==> config.mk <==
export PLATFORM = sky130hd
export DESIGN_NAME = dirty_page_logger
export DESIGN_NICKNAME = d
export VERILOG_FILES = /design/src/rtl/dpl_pkg.sv /design/src/rtl/dpl_ctrl.sv /design/src/rtl/dpl_datapath.sv /design/src/rtl/dirty_page_logger.sv
export SDC_FILE = /design/constraint.sdc
export NUM_CORES = 1
export LEC_CHECK = 0
export CORE_UTILIZATION = 44
export CTS_BUF_LIST = sky130_fd_sc_hd__clkbuf_8
export CTS_CLUSTER_DIAMETER = 50
export DETAILED_ROUTE_END_ITERATION = 7
export PLACE_DENSITY = 0.9
export SLEW_MARGIN = 20
export SYNTH_ARGS = -nofsm -noshare
export SYNTH_HDL_FRONTEND = slang
export SYNTH_HIERARCHICAL = 1
export SYNTH_SLANG_ARGS = --single-unit
==> constraint.sdc <==
create_clock -name clk -period 4.25 [get_ports clk]
set_clock_uncertainty 0.15 [all_clocks]
set_input_delay 1.275 -clock clk [delete_from_list [all_inputs] [get_ports clk]]
set_output_delay 1.275 -clock clk [all_outputs]
set_load 0.02 [all_outputs]
==> src/rtl/dpl_pkg.sv <==
package dpl_pkg;

  typedef struct packed {
    logic cleanAccept;  // clean page write taken this cycle
    logic launchRec;    // a record write starts
    logic recDone;      // record write handshake completes
  } dplStrobes_t;

  typedef enum logic {
    ST_IDLE  = 1'b0,
    ST_WRITE = 1'b1
  } dplState_t;

endpackage

==> src/rtl/dpl_ctrl.sv <==
module dpl_ctrl
  import dpl_pkg::*;
(
  input  logic        clk,
  input  logic        rstN,
  input  logic        obsValid,
  input  logic        obsDirty,
  input  logic        logEnable,
  input  logic        idxZero,
  input  logic        idxOne,
  input  logic        memReady,
  input  logic        swIdxWe,
  output logic        obsReady,
  output logic        memValid,
  output logic        fullEvent,
  output dplStrobes_t strobes
);

  dplState_t state, stateNext;
  logic      fullNext;
  logic      setFull;

  always_comb begin
    obsReady            = (state == ST_IDLE);
    memValid            = (state == ST_WRITE);
    strobes.cleanAccept = obsValid && obsReady && !obsDirty;
    strobes.launchRec   = strobes.cleanAccept && logEnable && !idxZero;
    strobes.recDone     = memValid && memReady;
  end

  always_comb begin
    stateNext = state;
    unique case (state)
      ST_IDLE:  if (strobes.launchRec) stateNext = ST_WRITE;
      ST_WRITE: if (strobes.recDone)   stateNext = ST_IDLE;
      default:  stateNext = ST_IDLE;
    endcase
  end

  always_comb begin
    setFull = (strobes.recDone && idxOne) ||
              (strobes.cleanAccept && logEnable && idxZero);
    fullNext = fullEvent;
    if (swIdxWe)      fullNext = 1'b0;
    else if (setFull) fullNext = 1'b1;
  end

  always_ff @(posedge clk or negedge rstN) begin
    if (!rstN) begin
      state     <= ST_IDLE;
      fullEvent <= 1'b0;
    end else begin
      state     <= stateNext;
      fullEvent <= fullNext;
    end
  end

endmodule

==> src/rtl/dpl_datapath.sv <==
module dpl_datapath
  import dpl_pkg::*;
#(
  parameter int ADDR_W    = 48,
  parameter int ENTRIES   = 512,
  parameter int PAGE_BITS = 12,
  localparam int IDX_W    = $clog2(ENTRIES) + 1,
  localparam int REC_SHIFT = 3,
  localparam int BUF_BITS = $clog2(ENTRIES) + REC_SHIFT
) (
  input  logic              clk,
  input  logic              rstN,
  input  dplStrobes_t       strobes,
  input  logic [ADDR_W-1:0] obsGpa,
  input  logic              swBaseWe,
  input  logic [ADDR_W-1:0] swBaseData,
  input  logic              swIdxWe,
  input  logic [IDX_W-1:0]  swIdxData,
  input  logic              swEnWe,
  input  logic              swEnData,
  output logic              idxZero,
  output logic              idxOne,
  output logic [ADDR_W-1:0] logBase,
  output logic [IDX_W-1:0]  logIndex,
  output logic              logEnable,
  output logic              dUpdValid,
  output logic [ADDR_W-1:0] dUpdGpa,
  output logic [ADDR_W-1:0] memAddr,
  output logic [63:0]       memData
);

  logic [ADDR_W-1:0] pageAddr;
  logic [IDX_W-1:0]  idxMinus1;
  logic [ADDR_W-1:0] slotOffset;
  logic [ADDR_W-1:0] slotAddr;

  always_comb begin
    pageAddr   = {obsGpa[ADDR_W-1:PAGE_BITS], {PAGE_BITS{1'b0}}};
    idxMinus1  = logIndex - IDX_W'(1);
    slotOffset = ADDR_W'(idxMinus1) << REC_SHIFT;
    slotAddr   = logBase + slotOffset;
    idxZero    = (logIndex == '0);
    idxOne     = (logIndex == IDX_W'(1));
  end

  // software registers and index
  always_ff @(posedge clk or negedge rstN) begin
    if (!rstN) begin
      logBase   <= '0;
      logIndex  <= IDX_W'(ENTRIES);
      logEnable <= 1'b0;
    end else begin
      if (swBaseWe)
        logBase <= {swBaseData[ADDR_W-1:BUF_BITS], {BUF_BITS{1'b0}}};
      if (swEnWe)
        logEnable <= swEnData;
      if (swIdxWe)
        logIndex <= swIdxData;
      else if (strobes.recDone)
        logIndex <= idxMinus1;
    end
  end

  // dirty-flag update strobe
  always_ff @(posedge clk or negedge rstN) begin
    if (!rstN) begin
      dUpdValid <= 1'b0;
      dUpdGpa   <= '0;
    end else begin
      dUpdValid <= strobes.cleanAccept;
      if (strobes.cleanAccept)
        dUpdGpa <= pageAddr;
    end
  end

  // record captured at launch, held until handshake
  always_ff @(posedge clk or negedge rstN) begin
    if (!rstN) begin
      memAddr <= '0;
      memData <= '0;
    end else if (strobes.launchRec) begin
      memAddr                <= slotAddr;
      memData                <= '0;
      memData[ADDR_W-1:0]    <= pageAddr;
    end
  end

endmodule

==> src/rtl/dirty_page_logger.sv <==
module dirty_page_logger
  import dpl_pkg::*;
#(
  parameter int ADDR_W    = 48,
  parameter int ENTRIES   = 512,
  parameter int PAGE_BITS = 12,
  localparam int IDX_W    = $clog2(ENTRIES) + 1
) (
  input  logic              clk,
  input  logic              rstN,
  input  logic              obsValid,
  output logic              obsReady,
  input  logic [ADDR_W-1:0] obsGpa,
  input  logic              obsDirty,
  output logic              dUpdValid,
  output logic [ADDR_W-1:0] dUpdGpa,
  output logic              memValid,
  input  logic              memReady,
  output logic [ADDR_W-1:0] memAddr,
  output logic [63:0]       memData,
  input  logic              swBaseWe,
  input  logic [ADDR_W-1:0] swBaseData,
  input  logic              swIdxWe,
  input  logic [IDX_W-1:0]  swIdxData,
  input  logic              swEnWe,
  input  logic              swEnData,
  output logic [ADDR_W-1:0] logBase,
  output logic [IDX_W-1:0]  logIndex,
  output logic              logEnable,
  output logic              fullEvent
);

  dplStrobes_t strobes;
  logic        idxZero;
  logic        idxOne;

  dpl_ctrl u_ctrl (
    .clk       (clk),
    .rstN      (rstN),
    .obsValid  (obsValid),
    .obsDirty  (obsDirty),
    .logEnable (logEnable),
    .idxZero   (idxZero),
    .idxOne    (idxOne),
    .memReady  (memReady),
    .swIdxWe   (swIdxWe),
    .obsReady  (obsReady),
    .memValid  (memValid),
    .fullEvent (fullEvent),
    .strobes   (strobes)
  );

  dpl_datapath #(
    .ADDR_W    (ADDR_W),
    .ENTRIES   (ENTRIES),
    .PAGE_BITS (PAGE_BITS)
  ) u_dp (
    .clk        (clk),
    .rstN       (rstN),
    .strobes    (strobes),
    .obsGpa     (obsGpa),
    .swBaseWe   (swBaseWe),
    .swBaseData (swBaseData),
    .swIdxWe    (swIdxWe),
    .swIdxData  (swIdxData),
    .swEnWe     (swEnWe),
    .swEnData   (swEnData),
    .idxZero    (idxZero),
    .idxOne     (idxOne),
    .logBase    (logBase),
    .logIndex   (logIndex),
    .logEnable  (logEnable),
    .dUpdValid  (dUpdValid),
    .dUpdGpa    (dUpdGpa),
    .memAddr    (memAddr),
    .memData    (memData)
  );

endmodule

==> summary.md, run 1 <==
| Metric | Value |
|---|---|
| Unrepaired setup endpoints after global routing | `no` |
| R2r setup slk | `500 ps` |
| Yosys reg bits | `167` |
| CTS max path bufs | `2` |
| Detailed-route wire length | `19.3 mm` |
| IO Count | `338` |
| Critical path's slowest cell | `or4_1` |
| Synth warn | `6` |
| Fmax | `267 MHz` |
| TritonRoute pass-1 iters | `4` |
| Post-CTS sizing | `0` |
| Initial core utilization | `0.448` |
| Initial drt markers | `306` |
| WHS Path Cells | `1` |
| Hold_buf cts | `0` |
| Die Wd | `134 um` |
| Tot Pwr | `0.00524 W` |
| Post-synth cell types | `45` |
| CP Class | `register to register` |
| R2r startpoint | `u_dp/logIndex[7]$_DFFE_PN0P_` |
| Num rows | `48` |
| DP HPWL | `13.8 mm` |
| Post-Syn Instances | `663` |
| Power density over cell area | `489 mW/mm^2` |
| DR DRC count | `0` |
| Skew-Pair Late Insertion Delay | `450 ps` |
| CP endpoint kind | `register` |
| Area share of the largest cell type after synthesis | `0.538` |
| CP arrival | `3970 ps` |
| Hold_ws | `361 ps` |
| Vias per cell | `5.12` |
| P_leak | `4.33 nW` |
| Max stage delay on crit path | `740 ps` |
| Fill count | `1317` |
| Most common cell in the netlist | `dfrtp_1` |
| CTS root buffer | `clkbuf_8` |
| Vias in the first global route | `5885` |
| Status | `completed` |
| First-pass GRT wire length | `30.1 mm` |
| Syn Area/Cell | `11.6 sq um` |
| Crit path from | `u_dp/logIndex[7]$_DFFE_PN0P_` |
| Setup violation total in the final timing report | `0` |
| Max Cap Violations | `0` |
| Async SR Flop Fraction | `1.00` |
| H-tree levels | `4` |
| Critical path launch point type | `register` |
| GRT overflow | `0` |
| Crit Path Max Fanout | `19` |
| Clock sink total | `167` |
| Die area | `0.0181 sq mm` |
| Post-synth EDFFs | `0` |
| Global-route usage over all layers | `0.214` |
| TNS Setup | `0 ps` |
| Mapped cell area | `0.00772 sq mm` |
| RR Endpoint | `u_dp/memAddr[46]$_DFFE_PN0P_` |
| Peak VDD IR | `0.000313 V` |
| Area leader, netlist | `dfrtp_1` |
| Nets | `1031` |
| Largest net degree at the start of global routing | `85` |
| Fin. max-slew vios | `0` |
| Main flop type after synthesis | `dfrtp_1` |
| Slew @ Worst Pin | `953 ps` |
| Crit path capture | `u_dp/memAddr[46]$_DFFE_PN0P_` |
| Initial antenna violation count | `0` |
| Vias | `5884` |
| # port buffers | `258` |
| FF+latch area | `0.00418 sq mm` |
| Die boundary height | `134 um` |
| Slew HR | `0.364` |
| Post-layout util | `0.622` |
| Worst endpoint required time | `4470 ps` |
| P&R area growth vs syn | `38.8%` |
| WL per Instance | `16.8 um` |
| Multi-input gate area | `0.00311 sq mm` |
| CTS tree | `done` |
| Hold Path Class | `register to register` |
| Clk slew on worst S/H paths | `100 ps` |
| Final Hold Viols | `0` |
| Synth area leaders | `dfrtp_1 (54%), mux2_2 (15%), buf_4 (5.4%), nor2_1 (2.4%), a31oi_1 (1.8%)` |
| Final period util | `0.883` |
| Post-synthesis sequential area ratio | `0.542` |
| Tmin final | `3750 ps` |
| Post-route ant nets | `0` |
| Crit path cell chain | `nor4_1 -> buf_4 -> nand3_1 -> xnor2_1 -> ha_1 -> ha_1 -> nand4_1 -> or4_1 -> or4_1 -> a31oi_1` |
| RePlAce Congestion | `0.795` |
| R2R depth | `10` |
| Post-synth top cells | `dfrtp_1 (166), mux2_2 (103), buf_4 (56)` |
| Core box area | `0.0172 sq mm` |
| Layout cells sized above 1 | `0.181` |
| N_diodes | `0` |
| Post-CTS setup buffers | `0` |
| TritonCTS buffer count | `17` |
==> area by class of cell <==
type / count / share of cell area
Clock buffer: 17 / 0.0218
Clock inverter: 15 / 0.0164
Inverter: 13 / 0.00455
Multi-Input combinational cell: 445 / 0.291
Sequential cell: 167 / 0.390
Tap cell: 225 / 0.0263
Timing Repair Buffer: 268 / 0.250
==> cell families (layout without fill, tap and decap cells) <==
logic type	after synthesis	count (layout)	synth area share
other	1	55	0.000486
buffers and inverters	105	313	0.0827
adders and majority gates	4	4	0.00649
and+or+nand+nor	167	167	0.117
xor gates and xnor gates	29	29	0.0329
DFF	167	167	0.542
muxes	105	105	0.153
AOI/OAI and AO/OA	85	85	0.0660
==> worst min path at each step <==
stage                                         endpoint                          from
after CTS                 u_dp/dUpdGpa[25]$_DFFE_PN0P_  u_dp/dUpdGpa[25]$_DFFE_PN0P_
final                     u_dp/dUpdGpa[25]$_DFFE_PN0P_  u_dp/dUpdGpa[25]$_DFFE_PN0P_
after global routing      u_dp/dUpdGpa[14]$_DFFE_PN0P_  u_dp/dUpdGpa[14]$_DFFE_PN0P_
after global placement    u_dp/dUpdGpa[31]$_DFFE_PN0P_  u_dp/dUpdGpa[31]$_DFFE_PN0P_
after detailed placement  u_dp/dUpdGpa[15]$_DFFE_PN0P_  u_dp/dUpdGpa[15]$_DFFE_PN0P_
after floorplan            u_dp/memAddr[4]$_DFFE_PN0P_   u_dp/memAddr[4]$_DFFE_PN0P_
==> flip-flops by register name, summed over array words and instances (netlist names) <==
signal / cells
u_dp/dUpdValid: 1
u_dp/logIndex: 10
u_dp/memAddr: 45
u_dp/logBase: 36
u_ctrl/memValid: 1
u_dp/dUpdGpa: 36
u_dp/memData: 36
u_dp/logEnable: 1
u_ctrl/fullEvent: 1
==> per-stage QoR <==
step / instances / instance area (sq um) / setup slack, ps
after floorplan: 717 / 7920 / 832
after global placement: 1118 / 10300 / 532
after detailed placement: 1118 / 10300 / 513
after CTS: 1150 / 10700 / 453
after global routing: 1150 / 10700 / 149
final: 1150 / 10700 / 499
==> cell usage in the layout (no fill, tap or decap), drive strengths merged, types with 3 or more instances in the layout <==
cell,netlist,final
inv,13,24
clkinv,0,3
buf,65,12
clkbuf,27,17
or3,12,12
xor2,14,14
dfrtp,166,166
xnor2,15,15
o21ai,27,27
o31ai,10,10
mux2,103,103
nand2,34,34
a31oi,22,22
conb,1,55
nand3,18,18
nor2,50,50
or4,17,17
a21oi,19,19
nor4,5,5
nand4,14,14
ha,4,4
clkdlybuf4s50,0,256
==> report_power, final <==
group | total, W | internal [W] | switching [W]
combinational | 0.00187 | 0.000934 | 0.000940
clock | 0.00118 | 0.000503 | 0.000678
sequential | 0.00218 | 0.00194 | 0.000245
==> layer usage <==
layer | GRT usage | routed length (um) | vias up
met5 | 0 | 0 | -
met2 | 0.364 | 9730 | 246
met1 | 0.248 | 7720 | 2889
met3 | 0.0854 | 1610 | 21
met4 | 0.0655 | 272 | 0
li1 | - | - | 2728
==> worst max-delay path, delay by kind of cell (launching register included) <==
kind | cells | cell delay (ps)
simple gates | 5 | 1790
fa+ha+maj | 2 | 600
flops | 1 | 450
xor+xnor | 1 | 310
compound gates | 1 | 190
buf+inv | 1 | 180
Note: power is estimated with default switching activity, not from simulation.
==> run 2: changes to the inputs <==
Settings changed: SETUP_SLACK_MARGIN set to 0.15.
==> summary.md, run 2 (same netlist as run 1, synthesis figures left out) <==
| Metric | Value |
|---|---|
| Status | `completed` |
| First-pass GRT wire length | `30.1 mm` |
| Initial drt markers | `299` |
| Critical path launch point type | `register` |
| TritonRoute pass-1 iters | `4` |
| Post-route ant nets | `0` |
| Num rows | `48` |
| Hold_ws | `361 ps` |
| Skew-Pair Late Insertion Delay | `460 ps` |
| Hold Path Class | `register to register` |
| Initial core utilization | `0.448` |
| CP arrival | `3750 ps` |
| CTS root buffer | `clkbuf_8` |
| P_leak | `4.33 nW` |
| Power density over cell area | `489 mW/mm^2` |
| DR DRC count | `0` |
| IO Count | `338` |
| Clock sink total | `167` |
| Slew HR | `0.366` |
| H-tree levels | `4` |
| Die boundary height | `134 um` |
| N_diodes | `0` |
| Fin. max-slew vios | `0` |
| Initial antenna violation count | `0` |
| Largest Register | `u_dp/memAddr` |
| Global-route usage over all layers | `0.214` |
| Layout cells sized above 1 | `0.182` |
| Nets | `1031` |
| Vias in the first global route | `5885` |
| RePlAce Congestion | `0.795` |
| Detailed-route wire length | `19.3 mm` |
| Post-layout util | `0.622` |
| GRT overflow | `0` |
| Worst endpoint required time | `4470 ps` |
| DP HPWL | `13.8 mm` |
| Crit Path Max Fanout | `19` |
| Core box area | `0.0172 sq mm` |
| TNS Setup | `0 ps` |
| CP Class | `register to register` |
| # port buffers | `258` |
| Setup violation total in the final timing report | `0` |
| Most frequent cells in the layout | `clkdlybuf4s50_1 (256), dfrtp_1 (166), mux2_2 (103), conb_1 (55), nor2_1 (49)` |
| Die Wd | `134 um` |
| Vias per cell | `5.12` |
| Largest net degree at the start of global routing | `85` |
| Fill count | `1319` |
| Final period util | `0.830` |
| Max Cap Violations | `0` |
| WL per Instance | `16.8 um` |
| Unrepaired setup endpoints after global routing | `no` |
| Largest register FFs | `45` |
| P&R area growth vs syn | `38.9%` |
| Clk slew on worst S/H paths | `100 ps` |
| Most common cell after layout, fill and taps aside | `clkdlybuf4s50_1` |
| Slew @ Worst Pin | `951 ps` |
| Final Hold Viols | `0` |
| Fmax | `283 MHz` |
| Pre-CTS setup slack | `513 ps` |
| CTS max path bufs | `2` |
| Vias | `5887` |
| Peak VDD IR | `0.000312 V` |
| CTS tree | `done` |
| CP endpoint kind | `register` |
| Final worst slack | `721 ps` |
| Die area | `0.0181 sq mm` |
| TritonCTS buffer count | `17` |
| Tmin final | `3530 ps` |
-- run 2: changes by cell type in the layout (fill, tap and decap cells not counted) --
cell and delta:
or4_4 +1, or4_1 -1
-- run 2: where the power goes --
| part | total (W) | leakage, nW | internal (W) | switching [W] |
|---|---|---|---|---|
| clock network | 0.00118 | 0.210 | 0.000503 | 0.000678 |
| logic | 0.00187 | 2.17 | 0.000934 | 0.000941 |
| registers | 0.00218 | 1.95 | 0.00194 | 0.000245 |
-- run 2: final timing paths --
| check | endpoint | startpoint | cells after the start | slack, ps |
|---|---|---|---|---|
| max in group asynchronous | u_dp/memData[47]$_DFFE_PN0P_ | rstN | 2 | 2440 |
| min in group asynchronous | u_dp/memData[27]$_DFFE_PN0P_ | rstN | 1 | 700 |
| hold reg to reg | u_dp/dUpdGpa[25]$_DFFE_PN0P_ | u_dp/dUpdGpa[25]$_DFFE_PN0P_ | 1 | 360 |
| setup / recovery | u_dp/memAddr[46]$_DFFE_PN0P_ | u_dp/logIndex[7]$_DFFE_PN0P_ | 10 | 720 |
| setup reg to reg | u_dp/memAddr[46]$_DFFE_PN0P_ | u_dp/logIndex[7]$_DFFE_PN0P_ | 10 | 720 |
| hold / removal | u_dp/dUpdGpa[25]$_DFFE_PN0P_ | u_dp/dUpdGpa[25]$_DFFE_PN0P_ | 1 | 360 |
-- run 2: layout make-up --
cell class | instances | area (sq um) | share of cell area
Multi-Input combinational cell | 445 | 3120 | 0.291
Sequential cell | 167 | 4180 | 0.390
Clock inverter | 15 | 175 | 0.0163
Tap cell | 225 | 282 | 0.0263
Timing Repair Buffer | 268 | 2680 | 0.250
Clock buffer | 17 | 234 | 0.0218
Inverter | 13 | 48.8 | 0.00455
-- run 2: layer usage --
layer  track usage  wire [um]
met1         0.248       7650
met2         0.364       9800
met3        0.0854       1620
met4        0.0655        272
met5             0          0
-- run 2: worst max-delay path, stage by stage (launching register included) --
cell	delay, ps
dfrtp_1	450
nor4_1	310
buf_4	180
nand3_1	90
xnor2_1	310
ha_1	310
ha_1	290
nand4_1	150
or4_4	580
or4_1	450
a31oi_1	180
-- run 2: repair_timing --
action,in CTS,in global routing
endpoints found under the setup margin,0,1
hold buffers,0,0
buffers inserted,0,0
gates resized for setup,0,1
-- run 2: metrics by stage --
step	total power (W)	instance area (sq um)	instances
floorplan	0.00312	7920	717
global placement	0.00404	10300	1118
detailed placement	0.00409	10300	1118
CTS	0.00529	10700	1150
global route	0.00548	10700	1150
finish	0.00524	10700	1150
